File: src/rtl/sysc_pkg.sv
package sysc_pkg;
  localparam int unsigned XLEN     = 32;
  localparam int unsigned RNUM_W   = 5;
  localparam int unsigned NUM_HW   = 5;
  localparam int unsigned NUM_SW   = 3;
  localparam int unsigned NUM_LVL  = NUM_HW + NUM_SW;
  localparam int unsigned CODE_W   = 5;
  localparam int unsigned STK_W    = 6;
  localparam int unsigned MASK_LSB = 8;
  localparam int unsigned CODE_LSB = 2;
  localparam int unsigned HWP_LSB  = MASK_LSB + NUM_SW;

  localparam logic [RNUM_W-1:0] RN_BADVA  = 5'd8;
  localparam logic [RNUM_W-1:0] RN_STATUS = 5'd12;
  localparam logic [RNUM_W-1:0] RN_CAUSE  = 5'd13;
  localparam logic [RNUM_W-1:0] RN_EPC    = 5'd14;

  localparam logic [CODE_W-1:0] EC_INT    = 5'd0;
  localparam logic [CODE_W-1:0] EC_ADR_LD = 5'd4;
  localparam logic [CODE_W-1:0] EC_ADR_ST = 5'd5;

  typedef enum logic [1:0] {
    STK_HOLD = 2'd0,
    STK_PUSH = 2'd1,
    STK_POP  = 2'd2
  } stk_op_e;
endpackage

File: src/rtl/sysc_status.sv
module sysc_status
  import sysc_pkg::*;
(
  input  logic               clk_i,
  input  logic               rst_ni,
  input  stk_op_e            op_i,
  input  logic               sw_we_i,
  input  logic [NUM_LVL-1:0] sw_mask_i,
  input  logic [STK_W-1:0]   sw_stk_i,
  output logic [NUM_LVL-1:0] mask_o,
  output logic [STK_W-1:0]   stk_o
);
  logic [NUM_LVL-1:0] mask_q;
  logic [STK_W-1:0]   stk_q;

  always_ff @(posedge clk_i or negedge rst_ni) begin
    if (!rst_ni) begin
      mask_q <= '0;
      stk_q  <= '0;
    end else begin
      case (op_i)
        STK_PUSH: stk_q <= {stk_q[STK_W-3:0], 2'b00};
        STK_POP:  stk_q <= {stk_q[STK_W-1:STK_W-2], stk_q[STK_W-1:2]};
        default: begin
          if (sw_we_i) begin
            mask_q <= sw_mask_i;
            stk_q  <= sw_stk_i;
          end
        end
      endcase
    end
  end

  assign mask_o = mask_q;
  assign stk_o  = stk_q;
endmodule

File: src/rtl/sysc_cause.sv
module sysc_cause
  import sysc_pkg::*;
(
  input  logic               clk_i,
  input  logic               rst_ni,
  input  logic [NUM_HW-1:0]  hw_irq_i,
  input  logic [NUM_LVL-1:0] mask_i,
  input  logic               latch_i,
  input  logic [CODE_W-1:0]  code_i,
  input  logic               sw_we_i,
  input  logic [NUM_SW-1:0]  sw_pend_i,
  output logic [XLEN-1:0]    cause_o,
  output logic               irq_hit_o
);
  logic [NUM_HW-1:0] hwp_q;
  logic [NUM_SW-1:0] swp_q;
  logic [CODE_W-1:0] code_q;

  always_ff @(posedge clk_i or negedge rst_ni) begin
    if (!rst_ni) begin
      hwp_q  <= '0;
      swp_q  <= '0;
      code_q <= '0;
    end else begin
      hwp_q <= hw_irq_i;
      if (sw_we_i) swp_q <= sw_pend_i;
      if (latch_i) code_q <= code_i;
    end
  end

  assign irq_hit_o = |({hwp_q, swp_q} & mask_i);

  always_comb begin
    cause_o = '0;
    cause_o[HWP_LSB +: NUM_HW]   = hwp_q;
    cause_o[MASK_LSB +: NUM_SW]  = swp_q;
    cause_o[CODE_LSB +: CODE_W]  = code_q;
  end
endmodule

File: src/rtl/sysc_arb.sv
module sysc_arb
  import sysc_pkg::*;
(
  input  logic              exc_req_i,
  input  logic [CODE_W-1:0] exc_code_i,
  input  logic              ie_i,
  input  logic              irq_hit_i,
  input  logic              eret_i,
  output logic              take_o,
  output logic [CODE_W-1:0] code_o,
  output stk_op_e           op_o,
  output logic              badva_we_o
)
;
  logic irq_take;

  assign irq_take   = ie_i & irq_hit_i;
  assign take_o     = exc_req_i | irq_take;
  // synchronous requests outrank interrupts
  assign code_o     = exc_req_i ? exc_code_i : EC_INT;
  assign badva_we_o = exc_req_i & ((exc_code_i == EC_ADR_LD) | (exc_code_i == EC_ADR_ST));

  always_comb begin
    if (take_o)      op_o = STK_PUSH;
    else if (eret_i) op_o = STK_POP;
    else             op_o = STK_HOLD;
  end
endmodule

File: src/rtl/sysc_exc_regs.sv
module sysc_exc_regs
  import sysc_pkg::*;
#(
  parameter logic [XLEN-1:0] VECTOR_ADDR = 32'h8000_0180
) (
  input  logic              clk_i,
  input  logic              rst_ni,
  input  logic [RNUM_W-1:0] reg_addr_i,
  input  logic              reg_we_i,
  input  logic [XLEN-1:0]   reg_wdata_i,
  output logic [XLEN-1:0]   reg_rdata_o,
  input  logic              exc_req_i,
  input  logic [CODE_W-1:0] exc_code_i,
  input  logic [XLEN-1:0]   exc_pc_i,
  input  logic [XLEN-1:0]   exc_badaddr_i,
  input  logic [NUM_HW-1:0] hw_irq_i,
  input  logic              eret_i,
  output logic              take_exc_o,
  output logic [XLEN-1:0]   vector_o,
  output logic              user_mode_o,
  output logic              irq_en_o
);
  logic [NUM_LVL-1:0] mask_w;
  logic [STK_W-1:0]   stk_w;
  logic [XLEN-1:0]    status_w;
  logic [XLEN-1:0]    cause_w;
  logic [XLEN-1:0]    epc_q;
  logic [XLEN-1:0]    badva_q;
  logic               irq_hit_w;
  logic               take_w;
  logic               badva_we_w;
  logic [CODE_W-1:0]  code_w;
  stk_op_e            op_w;
  logic               we_status, we_cause, we_epc;

  assign we_status = reg_we_i & (reg_addr_i == RN_STATUS);
  assign we_cause  = reg_we_i & (reg_addr_i == RN_CAUSE);
  assign we_epc    = reg_we_i & (reg_addr_i == RN_EPC);

  sysc_arb u_arb (
    .exc_req_i  (exc_req_i),
    .exc_code_i (exc_code_i),
    .ie_i       (stk_w[0]),
    .irq_hit_i  (irq_hit_w),
    .eret_i     (eret_i),
    .take_o     (take_w),
    .code_o     (code_w),
    .op_o       (op_w),
    .badva_we_o (badva_we_w)
  );

  sysc_status u_status (
    .clk_i     (clk_i),
    .rst_ni    (rst_ni),
    .op_i      (op_w),
    .sw_we_i   (we_status),
    .sw_mask_i (reg_wdata_i[MASK_LSB +: NUM_LVL]),
    .sw_stk_i  (reg_wdata_i[STK_W-1:0]),
    .mask_o    (mask_w),
    .stk_o     (stk_w)
  );

  sysc_cause u_cause (
    .clk_i     (clk_i),
    .rst_ni    (rst_ni),
    .hw_irq_i  (hw_irq_i),
    .mask_i    (mask_w),
    .latch_i   (take_w),
    .code_i    (code_w),
    .sw_we_i   (we_cause),
    .sw_pend_i (reg_wdata_i[MASK_LSB +: NUM_SW]),
    .cause_o   (cause_w),
    .irq_hit_o (irq_hit_w)
  );

  always_ff @(posedge clk_i or negedge rst_ni) begin
    if (!rst_ni) begin
      epc_q   <= '0;
      badva_q <= '0;
    end else begin
      if (take_w)      epc_q <= exc_pc_i;
      else if (we_epc) epc_q <= reg_wdata_i;
      if (badva_we_w)  badva_q <= exc_badaddr_i;
    end
  end

  always_comb begin
    status_w = '0;
    status_w[MASK_LSB +: NUM_LVL] = mask_w;
    status_w[STK_W-1:0]           = stk_w;
  end

  always_comb begin
    case (reg_addr_i)
      RN_BADVA:  reg_rdata_o = badva_q;
      RN_STATUS: reg_rdata_o = status_w;
      RN_CAUSE:  reg_rdata_o = cause_w;
      RN_EPC:    reg_rdata_o = epc_q;
      default:   reg_rdata_o = '0;
    endcase
  end

  assign take_exc_o  = take_w;
  assign vector_o    = VECTOR_ADDR;
  assign user_mode_o = stk_w[1];
  assign irq_en_o    = stk_w[0];
endmodule

File: config.mk
export PLATFORM = sky130hd
export DESIGN_NAME = sysc_exc_regs
export DESIGN_NICKNAME = d
export VERILOG_FILES = /design/src/rtl/sysc_pkg.sv /design/src/rtl/sysc_status.sv /design/src/rtl/sysc_cause.sv /design/src/rtl/sysc_arb.sv /design/src/rtl/sysc_exc_regs.sv
export SDC_FILE = /design/constraint.sdc
export NUM_CORES = 1
export LEC_CHECK = 0
export ABC_CLOCK_PERIOD_IN_PS = 3800
export BUFFER_PORTS_ARGS = -buffer_cell sky130_fd_sc_hd__buf_2
export CAP_MARGIN = 15
export CORE_ASPECT_RATIO = 1.25
export CORE_MARGIN = 2
export CORE_UTILIZATION = 35
export CTS_CLUSTER_SIZE = 14
export DETAILED_ROUTE_END_ITERATION = 8
export PLACE_DENSITY = 0.69
export SLEW_MARGIN = 15
export SYNTH_ARGS = -nofsm -noshare
export SYNTH_HDL_FRONTEND = slang
export SYNTH_SLANG_ARGS = --single-unit
File: constraint.sdc
create_clock -name clk_i -period 3.8 [get_ports clk_i]
set_input_delay 0.19 -clock clk_i [delete_from_list [all_inputs] [get_ports clk_i]]
set_output_delay 0.19 -clock clk_i [all_outputs]
set_load 0.05 [all_outputs]
# == Yosys cells after proc, flatten, opt, wreduce, memory -nomap -nowiden ==
# Index checks and enable logic that the tools add are counted.
# totals
register_bits,91
latch_bits,0
ramBits,0
rom_bits,0
inputBits,116
output_inout_bits,67
word_cells,41
memories,0
# classes
add_sub_neg,0
multipliers,0
div,0
n_lt_le_gt_ge,0
n_eq_ne,8
n_shift,0
n_mux,8
bitwise_logic,10
reduce_logical,7
# ops
cell,n
case mux 32 bit (4 select lines),1
two-way mux 32 bit,2
== test 5 x 4 -> 1 bit (second input constant),4
case mux 6 bit (2 select lines),1
== test 5 x 3 -> 1 bit (second input constant),2
bitwise AND 8 bit,1
OR reduction 8 bit,1
two-way mux 6 bit,1
bitwise AND 1 bit,5
two-way mux 5 bit,1
two-way mux 2 bit,2
AND reduction 2 bit,2
nonzero test 2 bit,2
nonzero test 3 bit,1
== test 2 x 1 -> 1 bit (second input constant),1
== test 2 bit (second input constant),1
NOT 1 bit,2
bitwise OR 1 bit,2
OR reduction 2 bit,1

# == Depth between registers and ports, before layout ==
# Gate-level depths: netlist of run 1.
# logic_depth
depth_word,9
depth_mapped,6
mapped_depth_nobuf,4

# == Hierarchy ==
# Synthesis of run 1 repeated with hierarchy kept, for this count alone.
# hier_totals
cells_unflattened,532
area_unflattened_um2,5258.8
# modules_own_cells
mod,n_inst,cells_each,area_each_um2,seq_area_each_um2
sysc_exc_regs,1,423,3915.0,1601.5
sysc_status,1,53,659.4,350.3
sysc_cause,1,46,598.1,325.3
sysc_arb,1,10,86.3,0.0

# == Worst setup path after synthesis of run 1 ==
# Ideal clock, no wire load.
# synth_path
kind,input to output
start,input port reg_addr_i[1]
end,output port reg_rdata_o[15]
t_arrival_ns,1.771
t_required_ns,3.610
slack_ns,1.839
stages,5
path_buffers,1
path_cell_list,or4b_2 nor2_1 buf_2 a22oi_1 nand2_1
# synth_between
elab_chain_len,2
elab_cells_between_ends,5
classes_between,4 x eq/ne; 1 x mux
# synth_rtl
element,line_no,text
"start, declared",sysc_exc_regs.sv:8,"input logic [RNUM_W-1:0] reg_addr_i,"
== test 5 x 4 -> 1 bit,sysc_exc_regs.sv:94,case (reg_addr_i)
case mux 32 bit (4 select lines) (*),sysc_exc_regs.sv:94,
"end, declared",sysc_exc_regs.sv:11,"output logic [XLEN-1:0] reg_rdata_o,"
# Mark *: on every way between the ends. The rest lies on a longest branch, timed or not.

# == Worst setup path after layout of run 1 ==
# layout_path
start,"register u_status.mask_q[3], in the netlist u_status.mask_o[3]"
end,output port take_exc_o
# layout_between
elab_chain_len,4
# layout_rtl
element,line_no,text
"start, declared",sysc_status.sv:13,logic [NUM_LVL-1:0] mask_q;
"start signal, assigned",sysc_status.sv:26,mask_q <= sw_mask_i;
bitwise AND 8 bit,sysc_cause.sv:31,"assign irq_hit_o = |({hwp_q, swp_q} & mask_i);"
OR reduction 8 bit,sysc_cause.sv:31,
bitwise AND 1 bit,sysc_arb.sv:17,assign irq_take = ie_i & irq_hit_i;
bitwise OR 1 bit,sysc_arb.sv:18,assign take_o = exc_req_i | irq_take;
"end, declared",sysc_exc_regs.sv:18,"output logic take_exc_o,"
# Every way passes these cells.

==> impl_metrics.ini, run 1 <==
[clock_tree]
clockRootBuffer = clkbuf_16
cts_tree = built
numCtsBuffers = 9
clk_pin_slew_ns = 0.06
cts.sink_count = 91
clock_latency_ns = 0.34
cts_max_path_buffers = 2
cts_max_level = 3

[yosys]
yosysWarningCount = 0
yosysMostFrequentCell = dfrtp_1
synth-edff-count = 0
ys_ff_latch = 91
yosysUniqueCellTypes = 32
synth_cells = 364
syn_area_um2 = 4880
ys_async_sr_fraction = 1.00
ys.flop_type = dfrtp_1
synth_top_area_frac = 0.467
netlist_top_cells_count = dfrtp_1 (91), mux2_4 (60), mux2_2 (54), buf_4 (32), a22oi_1 (29)
ys_top_cells_by_area = dfrtp_1 (47%), mux2_4 (18%), mux2_2 (12%), buf_4 (4.9%), a22oi_1 (4.5%)
synth_top_area_cell = dfrtp_1
avgSynthCellArea_um2 = 13.4
seq_area_frac_synth = 0.467

[timing]
max_freq_mhz = 352
setup_viol = 0
relSlewSlack = 0.318
worst_pin_slew_ns = 1.02
report.final.hold_viol_count = 6
setup_tns_ns = 0
period_share = 0.747
fin_skew_ns = 0.00836
min_period_ns = 2.84
maxSlewViolCount = 0
rsz0062_at_grt = false
whs_ns = -0.0228

[power_and_ir_drop]
p_comb_frac = 0.201
internal_power_w = 0.00188
switchingPower_w = 0.000713
seq_power_share = 0.462
p_leak_nw = 3.15
vdd_drop_max_mv = 0.229
p_clk_frac = 0.337
power_density_nw_per_um2 = 427
sw_frac_of_total = 0.274

[drt]
routed_wl_um = 12500
drc = 0
via_per_inst = 4.99
routedWlPerCell_um = 17.9
ant_nets = 0
drt-initial-drc-count = 166
drt_pass1_iterations = 5
vias = 3476

[die]
num_rows = 48
start_util = 0.356
die_h_um = 136
design.die.area_um2 = 14900
ios = 183
core_um2 = 13700
dieWidth_um = 110

[run_status]
failed_checks = hold timing
outcome = finished, violations left

[job]
max_cap_violations = 0

[global_routing]
grt_pass1_wl_um = 19100
grt_overflow = 0
antenna_found_initial = 0
grt_max_degree = 73
grt_usage = 0.170
grt_pass1_vias = 3579

[min_path]
min_path_type = in -> async

[placement]
finalWeightedCongestion = 0.736
dpl.hpwl_um = 9220
port_buffers = 150

[critical_path]
cpMaxStageDelayCell = nor2_4
path_class = reg -> out
critPathRequiredTime_ns = 3.61
cp-end-kind = output port
startpoint_type = flip-flop
slowest_delay_ns = 0.71
critical_path_buf_inv_count = 3
crit_arrival_ns = 2.65
cpLargestDelayFamily = simple AND/OR/NAND/NOR gates
path_cells = a22oi_1, a41oi_1, nor2_4, buf_12, inv_1, buf_2
critPathMaxFanout = 26

[finish]
fin_nets = 633
area.growth.synth_to_final_pct = 24.7
final_core_util = 0.444
antenna_cells = 0
drive_above_1_share = 0.575
## layout by cell type (no fill, tap or decap), types with 2 or more instances in the layout
| master | count |
|---|---|
| conb_1 | 32 |
| buf_12 | 2 |
| o21ai_0 | 2 |
| clkinvlp_4 | 2 |
| inv_1 | 6 |
| a22oi_1 | 29 |
| a22o_1 | 22 |
| o211a_1 | 2 |
| mux2_4 | 60 |
| dfrtp_1 | 91 |
| a222oi_1 | 2 |
| dlygate4sd3_1 | 5 |
| nor3b_2 | 2 |
| or4b_2 | 2 |
| a41oi_1 | 2 |
| buf_4 | 9 |
| nor2b_1 | 2 |
| buf_2 | 149 |
| clkbuf_16 | 9 |
| mux2_2 | 54 |
| nand2b_1 | 2 |
| nor3_1 | 2 |
| nand2_1 | 17 |
| clkinv_2 | 3 |
## final cells by class
| class | instances | area, um2 |
|---|---|---|
| clock buffers | 9 | 225 |
| flip-flops and latches | 91 | 2280 |
| inverters | 6 | 22.5 |
| well taps | 175 | 219 |
| fillers | 1276 | 7610 |
| multi-input cells | 244 | 2360 |
| repair buffers | 165 | 903 |
| clock inverters | 7 | 68.8 |
## cells by family (layout without fill, tap and decap cells)
logic type,count (synthesis),after routing,synth area share
AO/OA/AOI/OAI,62,62,0.102
flip-flops,91,91,0.467
buffers and inverters,59,187,0.0778
AND/OR/NAND/NOR,36,36,0.0421
multiplexers,114,114,0.309
other,2,32,0.00154
## power groups by stage
stage	combinational [W]	sequential, W	clock (W)
after floorplan	0.000402	0.00120	0
after global placement	0.000508	0.00121	0
after detailed placement	0.000520	0.00122	0
after CTS	0.000527	0.00120	0.000899
after global routing	0.000563	0.00122	0.000950
final	0.000521	0.00120	0.000875
## layer usage
layer	up-vias	GRT usage	part of all wire
met2	148	0.290	0.51
met5	-	0	0
met3	13	0.0369	0.071
met4	0	0.0591	0.014
li1	1580	-	-
met1	1735	0.210	0.41
## stage by stage
step	instances	setup WS, ns	instance area (um2)	power (W)	hold WS, ns
floorplan	394	1.84	4990	0.00160	-0.106
global placement	676	1.12	5740	0.00172	0.301
detailed placement	676	1.05	5740	0.00174	0.300
CTS	697	0.897	6080	0.00263	0.0157
global route	697	0.815	6080	0.00273	0.0657
finish	697	0.960	6080	0.00260	-0.0228
## state kept, by name, summed over array words and instances, names as in the netlist
signal / count
badva_q: 32
epc_q: 32
u_status.mask_o: 8
u_status.stk_o: 6
u_cause.code_q: 5
u_cause.hwp_q: 5
u_cause.swp_q: 3
## path summary, 6_finish.rpt
check | startpoint | to | slack, ns | cells past startpoint
max | u_status.mask_o[3]$_DFFE_PN0P_ | take_exc_o | 0.96 | 6
min | rst_ni | epc_q[30]$_DFFE_PN0P_ | -0.02 | 1
max reg2reg | u_status.mask_o[3]$_DFFE_PN0P_ | epc_q[4]$_DFFE_PN0P_ | 1.28 | 5
min reg2reg | u_cause.code_q[1]$_DFFE_PN0N_ | u_cause.code_q[1]$_DFFE_PN0N_ | 0.50 | 1
max in group asynchronous | rst_ni | badva_q[16]$_DFFE_PN0P_ | 2.98 | 2
min in group clk_i | exc_pc_i[10] | epc_q[10]$_DFFE_PN0P_ | 0.08 | 2
## what timing repair did
action	4_1_cts	5_1_grt
setup buffers	0	0
gates resized for setup	0	0
hold endpoints to repair	5	0
endpoints found under the setup margin	0	0
hold buffers	5	0
(Power assumes the default switching activity.)
==> run 2: changes to the inputs <==
--- a/config.mk
+++ b/config.mk
@@ -5,7 +5,7 @@
 export SDC_FILE = /design/constraint.sdc
 export NUM_CORES = 1
 export LEC_CHECK = 0
-export ABC_CLOCK_PERIOD_IN_PS = 3800
+export ABC_CLOCK_PERIOD_IN_PS = 2400
 export BUFFER_PORTS_ARGS = -buffer_cell sky130_fd_sc_hd__buf_2
 export CAP_MARGIN = 15
 export CORE_ASPECT_RATIO = 1.25
@@ -13,7 +13,7 @@
 export CORE_UTILIZATION = 35
 export CTS_CLUSTER_SIZE = 14
 export DETAILED_ROUTE_END_ITERATION = 8
-export PLACE_DENSITY = 0.69
+export PLACE_DENSITY = 0.71
 export SLEW_MARGIN = 15
 export SYNTH_ARGS = -nofsm -noshare
 export SYNTH_HDL_FRONTEND = slang
==> constraint.sdc (replaced) <==
create_clock -name clk_i -period 2.4 [get_ports clk_i]
set_input_delay 0.12 -clock clk_i [delete_from_list [all_inputs] [get_ports clk_i]]
set_output_delay 0.12 -clock clk_i [all_outputs]
set_load 0.05 [all_outputs]
==> run 2 against run 1 <==
Effect of this change: the run now ends clean; via count rose by 1.3%; first-iteration DRC count decreased by 22%; combinational power up 60%.
==> impl_metrics.ini, run 2 (synthesized netlist as in run 1, its figures left out) <==
[finish]
area.growth.synth_to_final_pct = 25.8
antenna_cells = 0
nFillCells = 1272
drive_above_1_share = 0.573
mostFrequentLayoutCell = buf_2
fin_area_um2 = 6130
fin_nets = 638
final_core_util = 0.448
layout_common_cells = buf_2 (149), dfrtp_1 (91), mux2_4 (60), mux2_2 (54), conb_1 (32)

[timing]
period_share = 0.919
max_freq_mhz = 453
fin_skew_ns = 0.00604
setup_viol = 0
maxSlewViolCount = 0
report.final.hold_viol_count = 0
worst_pin_slew_ns = 0.648
min_period_ns = 2.21
relSlewSlack = 0.568
whs_ns = 0.0136
rsz0062_at_grt = false
setup_tns_ns = 0

[placement]
place_area_um2 = 5790
port_buffers = 150
finalWeightedCongestion = 0.739
dpl.hpwl_um = 9370

[critical_path]
crit_arrival_ns = 2.09
cp-end-kind = output port
path_class = reg -> out
startpoint_type = flip-flop
critPathMaxFanout = 27
reg2reg_depth = 5
critPathRequiredTime_ns = 2.28

[global_routing]
grt_overflow = 0
grt_pass1_vias = 3692
antenna_found_initial = 0
grt_usage = 0.173
grt_pass1_wl_um = 19400
grt_max_degree = 49

[drt]
vias = 3520
ant_nets = 0
via_per_inst = 5.03
drt_pass1_iterations = 4
drt-initial-drc-count = 130
drc = 0
routed_wl_um = 12900
routedWlPerCell_um = 18.4

[clock_tree]
clockRootBuffer = clkbuf_16
ctsResizeCount = 0
cts_tree = built
cts_max_path_buffers = 2
cts.sink_count = 91
numCtsBuffers = 9
clk_pin_slew_ns = 0.06
clock_latency_ns = 0.33
cts_max_level = 3

[min_path]
min_path_type = in -> reg
hold_depth = 2

[die]
ios = 183
core_um2 = 13700
die_h_um = 136
dieWidth_um = 110
start_util = 0.356
design.die.area_um2 = 14900
num_rows = 48

[power_and_ir_drop]
vdd_drop_max_mv = 0.281
power_density_nw_per_um2 = 672
p_leak_nw = 3.18
report.power.total_w = 0.00412

[job]
max_cap_violations = 0

[run_status]
outcome = finished clean
==> run 2: changes by cell type in the layout (fill, tap and decap cells not counted), sizes merged <==
| cell | previous run | this run |
|---|---|---|
| dlygate4sd3 | 5 | 6 |
| clkbuf | 9 | 11 |
| clkinv | 4 | 2 |
| clkinvlp | 2 | 0 |
| buf | 160 | 164 |
==> run 2: stage by stage <==
stage          cells  setup WS (ns)
5_1_grt          700          0.104
6_report         700          0.194
3_3_place_gp     680          0.307
3_5_place_dp     680          0.263
4_1_cts          700          0.186
2_1_floorplan    394          0.491
==> run 2: where the power goes <==
part	internal [W]	switching [W]
combinational	0.000422	0.000410
clock	0.000821	0.000565
sequential	0.00176	0.000137
total	0.00301	0.00111
==> run 2: worst paths after layout <==
path / from / endpoint / slack [ns]
worst max-delay path: u_status.mask_o[3]$_DFFE_PN0P_ / take_exc_o / 0.19
worst max register to register: u_status.mask_o[3]$_DFFE_PN0P_ / epc_q[11]$_DFFE_PN0P_ / 0.37
min in group asynchronous: rst_ni / epc_q[23]$_DFFE_PN0P_ / 0.36
max in group asynchronous: rst_ni / epc_q[25]$_DFFE_PN0P_ / 1.34
worst min-delay path: exc_pc_i[20] / epc_q[20]$_DFFE_PN0P_ / 0.01
worst min register to register: badva_q[26]$_DFFE_PN0P_ / badva_q[26]$_DFFE_PN0P_ / 0.50
==> run 2: layout make-up <==
class | count | area (um2) | share of cell area
clock buffer | 11 | 243 | 0.0396
timing repair buffer | 170 | 968 | 0.158
inverter | 6 | 22.5 | 0.00367
sequential | 91 | 2280 | 0.371
tap | 175 | 219 | 0.0357
clock inverter | 3 | 40.0 | 0.00653
multi-input combinational | 244 | 2360 | 0.385
==> run 2: per-layer routing <==
layer | GRT usage | wire (um) | part of all wire | vias to the layer above
met4 | 0.0541 | 217 | 0.017 | 0
met5 | 0 | 0 | 0 | -
met2 | 0.305 | 6380 | 0.50 | 155
met1 | 0.211 | 5500 | 0.43 | 1761
li1 | - | - | - | 1586
met3 | 0.0326 | 763 | 0.059 | 18
==> run 2: critical path, stage by stage (launching register included) <==
cell     delay, ns
dfrtp_1       0.39
a22oi_1       0.34
a41oi_1       0.31
nor2_4        0.20
buf_12        0.23
inv_1         0.05
buf_2         0.21
==> run 2: what timing repair did <==
| item | in CTS | in global routing |
|---|---|---|
| buffers inserted | 0 | 0 |
| hold buffers | 6 | 0 |
| endpoints found under the hold margin | 52 | 0 |
